### src/rtl/shift_alu_pkg.sv
package shift_alu_pkg;

    typedef enum logic [3:0] {
        OP_AND = 4'b0000,
        OP_XOR = 4'b0001,
        OP_SUB = 4'b0010,
        OP_ADD = 4'b0100,
        OP_ORR = 4'b1100,
        OP_MOV = 4'b1101,
        OP_MVN = 4'b1111
    } alu_op_e;

    typedef enum logic [1:0] {
        SH_LSL = 2'b00,
        SH_LSR = 2'b01,
        SH_ASR = 2'b10,
        SH_ROR = 2'b11
    } shift_kind_e;

    typedef struct packed {
        logic n;
        logic z;
        logic c;
        logic v;
    } flags_t;

    function automatic logic op_is_defined(logic [3:0] code);
        return (code == OP_AND) || (code == OP_XOR) || (code == OP_SUB) ||
               (code == OP_ADD) || (code == OP_ORR) || (code == OP_MOV) ||
               (code == OP_MVN);
    endfunction

    function automatic logic op_is_logical(logic [3:0] code);
        return (code == OP_AND) || (code == OP_XOR) || (code == OP_ORR) ||
               (code == OP_MOV) || (code == OP_MVN);
    endfunction

endpackage

### src/rtl/operand_gate.sv
module operand_gate #(
    parameter int W = 32
) (
    input  logic [W-1:0] a_raw,
    input  logic [W-1:0] b_raw,
    input  logic         a_en,
    input  logic         b_en,
    input  logic         a_inv,
    output logic [W-1:0] a_out,
    output logic [W-1:0] b_out
);
    logic [W-1:0] a_gated;

    always_comb begin
        a_gated = a_en ? a_raw : '0;
        a_out   = a_inv ? ~a_gated : a_gated;
        b_out   = b_en ? b_raw : '0;
    end
endmodule

### src/rtl/barrel_shifter.sv
module barrel_shifter
    import shift_alu_pkg::*;
#(
    parameter int W   = 32,
    localparam int SHW = $clog2(W)
) (
    input  logic [W-1:0]   din,
    input  logic [SHW-1:0] amt,
    input  logic [1:0]     kind,
    output logic [W-1:0]   dout,
    output logic           cout
);
    shift_kind_e kind_e;
    assign kind_e = shift_kind_e'(kind);

    for (genvar gi = 0; gi < SHW; gi++) begin : g_stage
        localparam int D = 1 << gi;
        logic [W-1:0] src;
        logic [W-1:0] moved;
        logic [W-1:0] out;

        if (gi == 0) begin : g_first
            assign src = din;
        end else begin : g_next
            assign src = g_stage[gi-1].out;
        end

        always_comb begin
            unique case (kind_e)
                SH_LSL:  moved = src << D;
                SH_LSR:  moved = src >> D;
                SH_ASR:  moved = W'($signed(src) >>> D);
                SH_ROR:  moved = {src[D-1:0], src[W-1:D]};
                default: moved = src;
            endcase
        end

        assign out = amt[gi] ? moved : src;
    end

    assign dout = g_stage[SHW-1].out;

    logic [SHW-1:0] left_idx;
    logic [SHW-1:0] right_idx;

    always_comb begin
        left_idx  = ~amt + 1'b1;
        right_idx = amt - 1'b1;
        cout      = 1'b0;
        if (amt != '0) begin
            if (kind_e == SH_LSL) cout = din[left_idx];
            else                  cout = din[right_idx];
        end
    end
endmodule

### src/rtl/alu_core.sv
module alu_core
    import shift_alu_pkg::*;
#(
    parameter int W = 32
) (
    input  logic [W-1:0] a,
    input  logic [W-1:0] bs,
    input  logic [3:0]   op,
    input  logic         carry_en,
    input  logic         sh_c,
    output logic [W-1:0] result,
    output flags_t       flags
);
    logic [W:0]   sum;
    logic [W-1:0] addend;
    logic         arith;
    logic         known;

    always_comb begin
        sum    = '0;
        addend = bs;
        arith  = 1'b0;
        known  = 1'b1;
        result = '0;
        case (op)
            OP_AND: result = a & bs;
            OP_XOR: result = a ^ bs;
            OP_ORR: result = a | bs;
            OP_MOV: result = bs;
            OP_MVN: result = ~bs;
            OP_ADD: begin
                arith  = 1'b1;
                addend = bs;
                sum    = {1'b0, a} + {1'b0, addend} + (W+1)'(carry_en);
                result = sum[W-1:0];
            end
            OP_SUB: begin
                arith  = 1'b1;
                addend = ~bs;
                sum    = {1'b0, a} + {1'b0, addend} + (W+1)'(1);
                result = sum[W-1:0];
            end
            default: begin
                known  = 1'b0;
                result = '0;
            end
        endcase

        flags = '0;
        if (known) begin
            flags.n = result[W-1];
            flags.z = (result == '0);
            if (arith) begin
                flags.c = sum[W];
                flags.v = (a[W-1] == addend[W-1]) && (result[W-1] != a[W-1]);
            end else begin
                flags.c = sh_c;
                flags.v = 1'b0;
            end
        end
    end
endmodule

### src/rtl/shift_alu.sv
module shift_alu
    import shift_alu_pkg::*;
#(
    parameter int W   = 32,
    localparam int SHW = $clog2(W)
) (
    input  logic           clk,
    input  logic           rst,
    input  logic [W-1:0]   a_in,
    input  logic [W-1:0]   b_in,
    input  logic           a_en,
    input  logic           b_en,
    input  logic           a_inv,
    input  logic           carry_en,
    input  logic [SHW-1:0] sh_amt,
    input  logic [1:0]     sh_kind,
    input  logic [3:0]     op_code,
    output logic [W-1:0]   res_q,
    output logic           flag_n,
    output logic           flag_z,
    output logic           flag_c,
    output logic           flag_v
);
    logic [W-1:0] a_g, b_g, b_sh, res_d;
    logic         sh_c;
    flags_t       flags_d, flags_q;

    operand_gate #(.W(W)) u_gate (
        .a_raw(a_in), .b_raw(b_in), .a_en(a_en), .b_en(b_en),
        .a_inv(a_inv), .a_out(a_g), .b_out(b_g)
    );

    barrel_shifter #(.W(W)) u_shift (
        .din(b_g), .amt(sh_amt), .kind(sh_kind), .dout(b_sh), .cout(sh_c)
    );

    alu_core #(.W(W)) u_core (
        .a(a_g), .bs(b_sh), .op(op_code), .carry_en(carry_en),
        .sh_c(sh_c), .result(res_d), .flags(flags_d)
    );

    always_ff @(posedge clk) begin
        if (rst) begin
            res_q   <= '0;
            flags_q <= '0;
        end else begin
            res_q   <= res_d;
            flags_q <= flags_d;
        end
    end

    assign flag_n = flags_q.n;
    assign flag_z = flags_q.z;
    assign flag_c = flags_q.c;
    assign flag_v = flags_q.v;


    undefined_op_clear_chk: assert property (@(posedge clk) disable iff (rst)
        !op_is_defined(op_code) |=> (res_q == '0 && flags_q == '0));


    logic_no_overflow_chk: assert property (@(posedge clk) disable iff (rst)
        op_is_logical(op_code) |=> !flag_v);


    zero_shift_carry_chk: assert property (@(posedge clk) disable iff (rst)
        (op_is_logical(op_code) && sh_amt == '0) |=> !flag_c);


    rotate_carry_chk: assert property (@(posedge clk) disable iff (rst)
        (op_code == OP_MOV && sh_kind == SH_ROR && sh_amt != '0) |=> (flag_c == res_q[W-1]));


    zero_flag_chk: assert property (@(posedge clk) disable iff (rst)
        flag_z |-> (res_q == '0));
endmodule

### config.mk
export PLATFORM = sky130hd
export DESIGN_NAME = shift_alu
export DESIGN_NICKNAME = d
export VERILOG_FILES = /design/src/rtl/shift_alu_pkg.sv /design/src/rtl/operand_gate.sv /design/src/rtl/barrel_shifter.sv /design/src/rtl/alu_core.sv /design/src/rtl/shift_alu.sv
export SDC_FILE = /design/constraint.sdc
export NUM_CORES = 1
export LEC_CHECK = 0
export BUFFER_PORTS_ARGS = -buffer_cell sky130_fd_sc_hd__buf_2
export CORE_MARGIN = 1
export CORE_UTILIZATION = 40
export CTS_CLUSTER_DIAMETER = 30
export CTS_CLUSTER_SIZE = 24
export DETAILED_ROUTE_END_ITERATION = 8
export SYNTH_ARGS = -nofsm -noshare
export SYNTH_HDL_FRONTEND = slang
export SYNTH_HIERARCHICAL = 1
export SYNTH_SLANG_ARGS = --single-unit
### constraint.sdc
create_clock -name clk -period 8.2 [get_ports clk]
set_input_delay 1.23 -clock clk [delete_from_list [all_inputs] [get_ports clk]]
set_output_delay 1.23 -clock clk [all_outputs]
set_load 0.01 [all_outputs]
After elaboration in Yosys (flattened, before gate mapping)
Index checks and enable logic that the tools add are counted.
{"block": "classes", "addsub": 6, "magnitude_cmp": 2, "eq_ne": 11, "n_mux": 25, "bitwise": 8, "reduce_logical": 9}
{"cell": "$pmux W32 S4", "count": 5}
{"cell": "$mux W32", "count": 9}
{"cell": "$pmux W32 S7", "count": 1}
{"cell": "$add A32 B32 Y33", "count": 2}
{"cell": "$pmux W33 S2", "count": 1}
{"cell": "$not A32 Y32", "count": 2}
{"cell": "$add A33 B1 Y33", "count": 1}
{"cell": "$add A33 B1 Y33 const B", "count": 1}
{"cell": "$and A32 B32 Y32", "count": 1}
{"cell": "$logic_not A32 Y1", "count": 1}
{"cell": "$or A32 B32 Y32", "count": 1}
{"cell": "$xor A32 B32 Y32", "count": 1}
{"cell": "$eq A4 B4 Y1 const B", "count": 3}
{"cell": "$lt A5 B6 Y1 const B", "count": 2}
{"cell": "$bmux W1 S5", "count": 2}
{"cell": "$reduce_or A7 Y1", "count": 1}
{"cell": "$mux W1", "count": 6}
{"cell": "$add A5 B1 Y5 const B", "count": 1}
{"cell": "$not A5 Y5", "count": 1}
{"cell": "$reduce_bool A5 Y1", "count": 1}
{"cell": "$sub A5 B1 Y5 const B", "count": 1}
{"cell": "$eq A2 B2 Y1 const B", "count": 2}
{"cell": "$eq A4 B1 Y1 const B", "count": 1}
{"cell": "$eq A4 B2 Y1 const B", "count": 1}
{"cell": "11 further kinds", "count": 13}
{"block": "word_totals", "ff_bits": 36, "inputBits": 81, "output_inout_bits": 36, "wordCells": 66}

Depth between registers and ports, before layout
{"block": "depth", "ltp_word": 18, "depth_mapped": 27, "depth_no_buf": 22}

Hierarchy
Netlist, hierarchy kept.
{"module": "alu_core", "instances": 1, "cells_each": 1001, "area_each_um2": 6892.9, "seq_area_each_um2": 0.0}
{"module": "barrel_shifter", "instances": 1, "cells_each": 732, "area_each_um2": 4892.2, "seq_area_each_um2": 0.0}
{"module": "shift_alu", "instances": 1, "cells_each": 75, "area_each_um2": 994.7, "seq_area_each_um2": 720.7}
{"module": "operand_gate", "instances": 1, "cells_each": 106, "area_each_um2": 684.4, "seq_area_each_um2": 0.0}

Least setup slack after synthesis
No wires, ideal clock.
{"block": "synth_timing", "kind": "in2reg", "start": "in b_en", "end": "reg flags_q (netlist bit flag_z)", "setup_ps": 57, "t_arrival_ps": 6261, "required_time_ps": 8143, "setup_slack_ps": 1882, "stages": 23, "path_buffers": 1, "cell_sequence": "clkbuf_1 -> and2_1 -> or3b_1 -> and3_1 -> o311ai_0 -> o211a_1 -> a31o_2 -> o221ai_1 -> o22ai_1 -> inv_1 -> ha_1 -> nor2b_1 -> a211oi_1 -> o311a_1 -> a2111oi_2 -> a31oi_2 -> a211oi_2 -> mux2_1 -> a221o_1 -> nor2_1 -> nand4b_1 -> nor4_2 -> and2b_2"}
{"block": "synth_between", "elab_chain_cells": 16, "elab_cells_between_ends": 21, "classes_between": "add/sub: 4; mux: 12; bitwise: 4; reduce/logical: 1"}
{"item": "start, declared", "line_no": "shift_alu.sv:12", "source": "input logic b_en,"}
{"item": "$mux W32 (*)", "line_no": "operand_gate.sv:17", "source": "b_out = b_en ? b_raw : '0;"}
{"item": "net b_g[22]", "line_no": "shift_alu.sv:24", "source": "logic [W-1:0] a_g, b_g, b_sh, res_d;"}
{"item": "$pmux W32 S4 (*)", "line_no": "barrel_shifter.sv:29", "source": "unique case (kind_e)"}
{"item": "$mux W32 (*)", "line_no": "barrel_shifter.sv:38", "source": "assign out = amt[gi] ? moved : src;"}
{"item": "$pmux W32 S4", "line_no": "barrel_shifter.sv:29"}
{"item": "$mux W32 (*)", "line_no": "barrel_shifter.sv:38"}
{"item": "$pmux W32 S4", "line_no": "barrel_shifter.sv:29"}
{"item": "$mux W32 (*)", "line_no": "barrel_shifter.sv:38"}
{"item": "[3 not listed]"}
{"item": "$mux W32 (*)", "line_no": "barrel_shifter.sv:38"}
{"item": "net b_sh[15]", "line_no": "shift_alu.sv:24"}
{"item": "$not A32 Y32", "line_no": "alu_core.sv:39", "source": "addend = ~bs;"}
{"item": "$add A32 B32 Y33", "line_no": "alu_core.sv:40", "source": "sum = {1'b0, a} + {1'b0, addend} + (W+1)'(1);"}
{"item": "$add A33 B1 Y33", "line_no": "alu_core.sv:40"}
{"item": "$pmux W32 S7 (*)", "line_no": "alu_core.sv:25", "source": "case (op)"}
{"item": "net res_d[27]", "line_no": "shift_alu.sv:24"}
{"item": "$logic_not A32 Y1 (*)", "line_no": "alu_core.sv:52", "source": "flags.z = (result == '0);"}
{"item": "end signal, assigned", "line_no": "shift_alu.sv:48", "source": "flags_q <= flags_d;"}
{"item": "end, declared", "line_no": "shift_alu.sv:26", "source": "flags_t flags_d, flags_q;"}
The timed path passes the listed nets; every way through them passes the cells marked *.
A chain may end at the register's enable or synchronous reset.

Worst setup path after layout
{"block": "layout_timing", "start": "in sh_amt[0]", "end": "reg flags_q (netlist bit flag_z)"}
{"block": "layout_between", "elab_chain_cells": 14, "elab_cells_between_ends": 19, "classes_between": "add/sub: 4; mux: 10; bitwise: 4; reduce/logical: 1"}
{"item": "start, declared", "line_no": "shift_alu.sv:15", "source": "input logic [SHW-1:0] sh_amt,"}
{"item": "$mux W32 (*)", "line_no": "barrel_shifter.sv:38"}
{"item": "$pmux W32 S4", "line_no": "barrel_shifter.sv:29"}
{"item": "$mux W32 (*)", "line_no": "barrel_shifter.sv:38"}
{"item": "$pmux W32 S4", "line_no": "barrel_shifter.sv:29"}
{"item": "$mux W32 (*)", "line_no": "barrel_shifter.sv:38"}
{"item": "$pmux W32 S4", "line_no": "barrel_shifter.sv:29"}
{"item": "$mux W32 (*)", "line_no": "barrel_shifter.sv:38"}
{"item": "$pmux W32 S4", "line_no": "barrel_shifter.sv:29"}
{"item": "$mux W32 (*)", "line_no": "barrel_shifter.sv:38"}
{"item": "net b_sh[6]", "line_no": "shift_alu.sv:24"}
{"item": "$not A32 Y32", "line_no": "alu_core.sv:39"}
{"item": "$add A32 B32 Y33", "line_no": "alu_core.sv:40"}
{"item": "$add A33 B1 Y33", "line_no": "alu_core.sv:40"}
{"item": "$pmux W32 S7 (*)", "line_no": "alu_core.sv:25"}
{"item": "net res_d[27]", "line_no": "shift_alu.sv:24"}
{"item": "$logic_not A32 Y1 (*)", "line_no": "alu_core.sv:52"}
Marked as above.

==> metrics.yaml <==
sta:
  layout_setup_ws_ns: 0.487
  finalSetupViolCount: 0
  post-route-period-util: 0.941
  relSlewSlack: 0.101
  period_needed_ns: 7.71
  fin_hold_ws_ns: 1.48
  hold_viol: 0
  rsz0062_at_grt: "no"
  worst_pin_slew_ns: 1.31
  setup_tns_ns: 0
  drv_slew: 0
  fmax_mhz: 130
pwr:
  combPwrFrac: 0.776
  p_sw_mw: 1.05
  switching_share: 0.541
  p_per_area_nw_per_um2: 135
  p_total_mw: 1.95
  p_int_mw: 0.894
  leakage_nw: 5.83
  ir_worst_vdd_mv: 0.107
  p_clk_frac: 0.118
  p_seq_frac: 0.106
placed_design:
  numPortBuffers: 116
  dp_hpwl_um: 44900
  pre_cts_ws_ns: 0.489
  gp_congestion: 1.07
  dp.cells: 2398
  placed_area_um2: 14300
clocking:
  clock_path_buffers: 2
  cts_root_buf: "clkbuf_16"
  cts_made_buffers: 5
  cts_tree: "yes"
  cts.sinks: 36
  cts.repair.resized: 0
  htreeDepth: 2
  clk_pin_slew_worst_paths_ns: 0.06
  cts_setup_buffers: 0
  cts_hold_buf: 0
logic_synthesis:
  synth-edff-count: 0
  synth.mux.area_fraction: 0.0650
  synth_area_leaders: "ha_1 (10%), a21oi_1 (6.1%), dfxtp_1 (5.4%)"
  yosysSeqAreaShare: 0.0535
  synth_nets: 2106
  synth_top_area_cell: "ha_1"
  synth_ff_type: "dfxtp_1"
  syn_inst: 1914
  synth_compound_area_frac: 0.375
  synth_top_area_share: 0.100
  synth_top_family_by_area: "compound AO/OA/AOI/OAI gates"
  synth-seq-cells: 36
  synthAdderAreaFrac: 0.105
  synth_area_um2: 13500
  syn_area_per_cell_um2: 7.03
  async_reset_ff_frac: 0
  synth-simple-area-share: 0.265
  synthXorXnorAreaFrac: 0.0363
  ys_types: 122
  yosysWarnings: 6
critical_path:
  crit_type: "input port to register"
  cp.required_ns: 8.44
  startpoint_type: "input port"
  worstSetupEndpointType: "register"
  cp_cell_sequence: "buf_4 -> buf_4 -> a31oi_1 -> a211oi_1 -> o22ai_1 -> a31oi_1 -> o32ai_1 -> inv_1 -> ha_1 -> nor2b_1 -> o31ai_1 -> a21oi_2 -> o211ai_1 -> a31oi_2 -> a211oi_2 -> mux2_1 -> a221o_1 -> nor2_1 -> nand4b_1 -> nor4_2 -> and2b_2"
  crit_family: "compound AO/OA/AOI/OAI gates"
  path_max_fanout: 38
  cp_slowest_cell: "a211oi_1"
  arrival_ns: 7.96
  slowest_delay_ns: 1.07
  crit_buf_inv: 3
floorplanning:
  core_um2: 32900
  die_y_um: 185
  start_util: 0.410
  die_area_um2: 34400
  top_level_ports: 117
  core.rowCount: 66
  die_w_um: 185
grt:
  grt_pass1_wl_um: 89700
  grt_max_degree: 60
  grt.total_usage: 0.340
  grt_overflow: 0
  first_global_vias: 14944
  antenna_found_initial: 1
finish:
  nets: 2155
  antenna_cells: 0
  final_cells: 2406
  utilization: 0.440
  drive_above_1_share: 0.172
  postLayoutCellArea_um2: 14500
  area_growth_pct: 7.43
routing:
  wl_per_cell_um: 24.5
  vias: 16193
  initialDrtViolationCount: 2203
  post-route-drc-count: 0
  firstDrtPassIters: 6
  viasPerCell: 6.73
  antenna_left: 0
  wl_um: 59000
run:
  cap_viol_max_count: 0
hold_path:
  hold_class: "input port to register"
outcome:
  status: "finished clean"
==> sequential cells by signal, indices dropped and copies added (netlist names) <==
| signal | flops |
|---|---|
| flag_n | 1 |
| res_q | 32 |
| flag_v | 1 |
| flag_c | 1 |
| flag_z | 1 |
==> path summary, 6_finish.rpt <==
check,cells after the start,slack [ns],from,endpoint
hold / removal,2,1.48,rst,res_q[21]
setup / recovery,21,0.49,sh_amt[0],flag_z
==> cells in the mapped netlist, drive strengths merged (12+ instances only) <==
library cell,n
o221ai,19
o211ai,30
or3b,31
nand3,41
o31ai,17
nor4,22
a21o,24
nor2,182
nand2b,25
buf,96
nor2b,51
o21ai,128
and2,48
a31oi,29
a21oi,167
and3,22
xnor2,48
nand4,17
nand2,161
nor3,39
dfxtp,36
o22ai,41
a22oi,14
inv,101
clkbuf,62
a311oi,30
a211oi,33
a21boi,12
ha,108
mux2i,30
mux4,22
==> final cells by class <==
class,instances,area [um2]
Clock buffer,6,129
Clock inverter,2,35.0
Fill cell,3504,18400
Inverter,103,387
Multi-Input combinational cell,1617,11400
Sequential cell,36,721
Tap cell,442,553
Timing Repair Buffer,200,1230
==> power by group through the flow <==
stage	logic [mW]	clock network, mW	registers [mW]
floorplan	1.05	0	0.227
global placement	1.45	0	0.211
detailed placement	1.46	0	0.212
CTS	1.46	0.239	0.208
global route	1.62	0.245	0.211
finish	1.51	0.230	0.207
==> kinds of logic (layout without fill, tap and decap cells) <==
kind of cell / after synthesis / count (layout)
mux: 59 / 59
compound gates: 707 / 707
xor+xnor: 55 / 55
buf+inv: 261 / 311
flops: 36 / 36
fa+ha+maj: 111 / 111
simple gates: 685 / 685
==> placed cells by master, fill, tap and decap left out, types with 20 or more instances in the layout <==
master | synthesis | final
nor2b_1 | 51 | 51
ha_1 | 108 | 108
a21oi_1 | 164 | 164
a311oi_1 | 24 | 24
buf_2 | 58 | 115
nand2_1 | 160 | 160
o21ai_0 | 114 | 114
nor2_1 | 179 | 177
buf_4 | 7 | 84
nor3_1 | 35 | 35
a31oi_1 | 27 | 27
xnor2_1 | 48 | 48
a21o_1 | 24 | 24
o211ai_1 | 30 | 30
mux2i_1 | 30 | 30
and3_1 | 20 | 20
nand3_1 | 41 | 41
mux4_2 | 22 | 22
nand2b_1 | 25 | 25
dfxtp_1 | 36 | 36
a211oi_1 | 28 | 28
o22ai_1 | 41 | 41
and2_1 | 44 | 44
inv_1 | 100 | 100
==> routing by layer <==
layer	part of all wire	GRT usage
met2	0.43	0.532
met5	0.00015	0
met1	0.42	0.455
met4	0.047	0.155
met3	0.10	0.0520
Power figures use the tool's default switching activity.
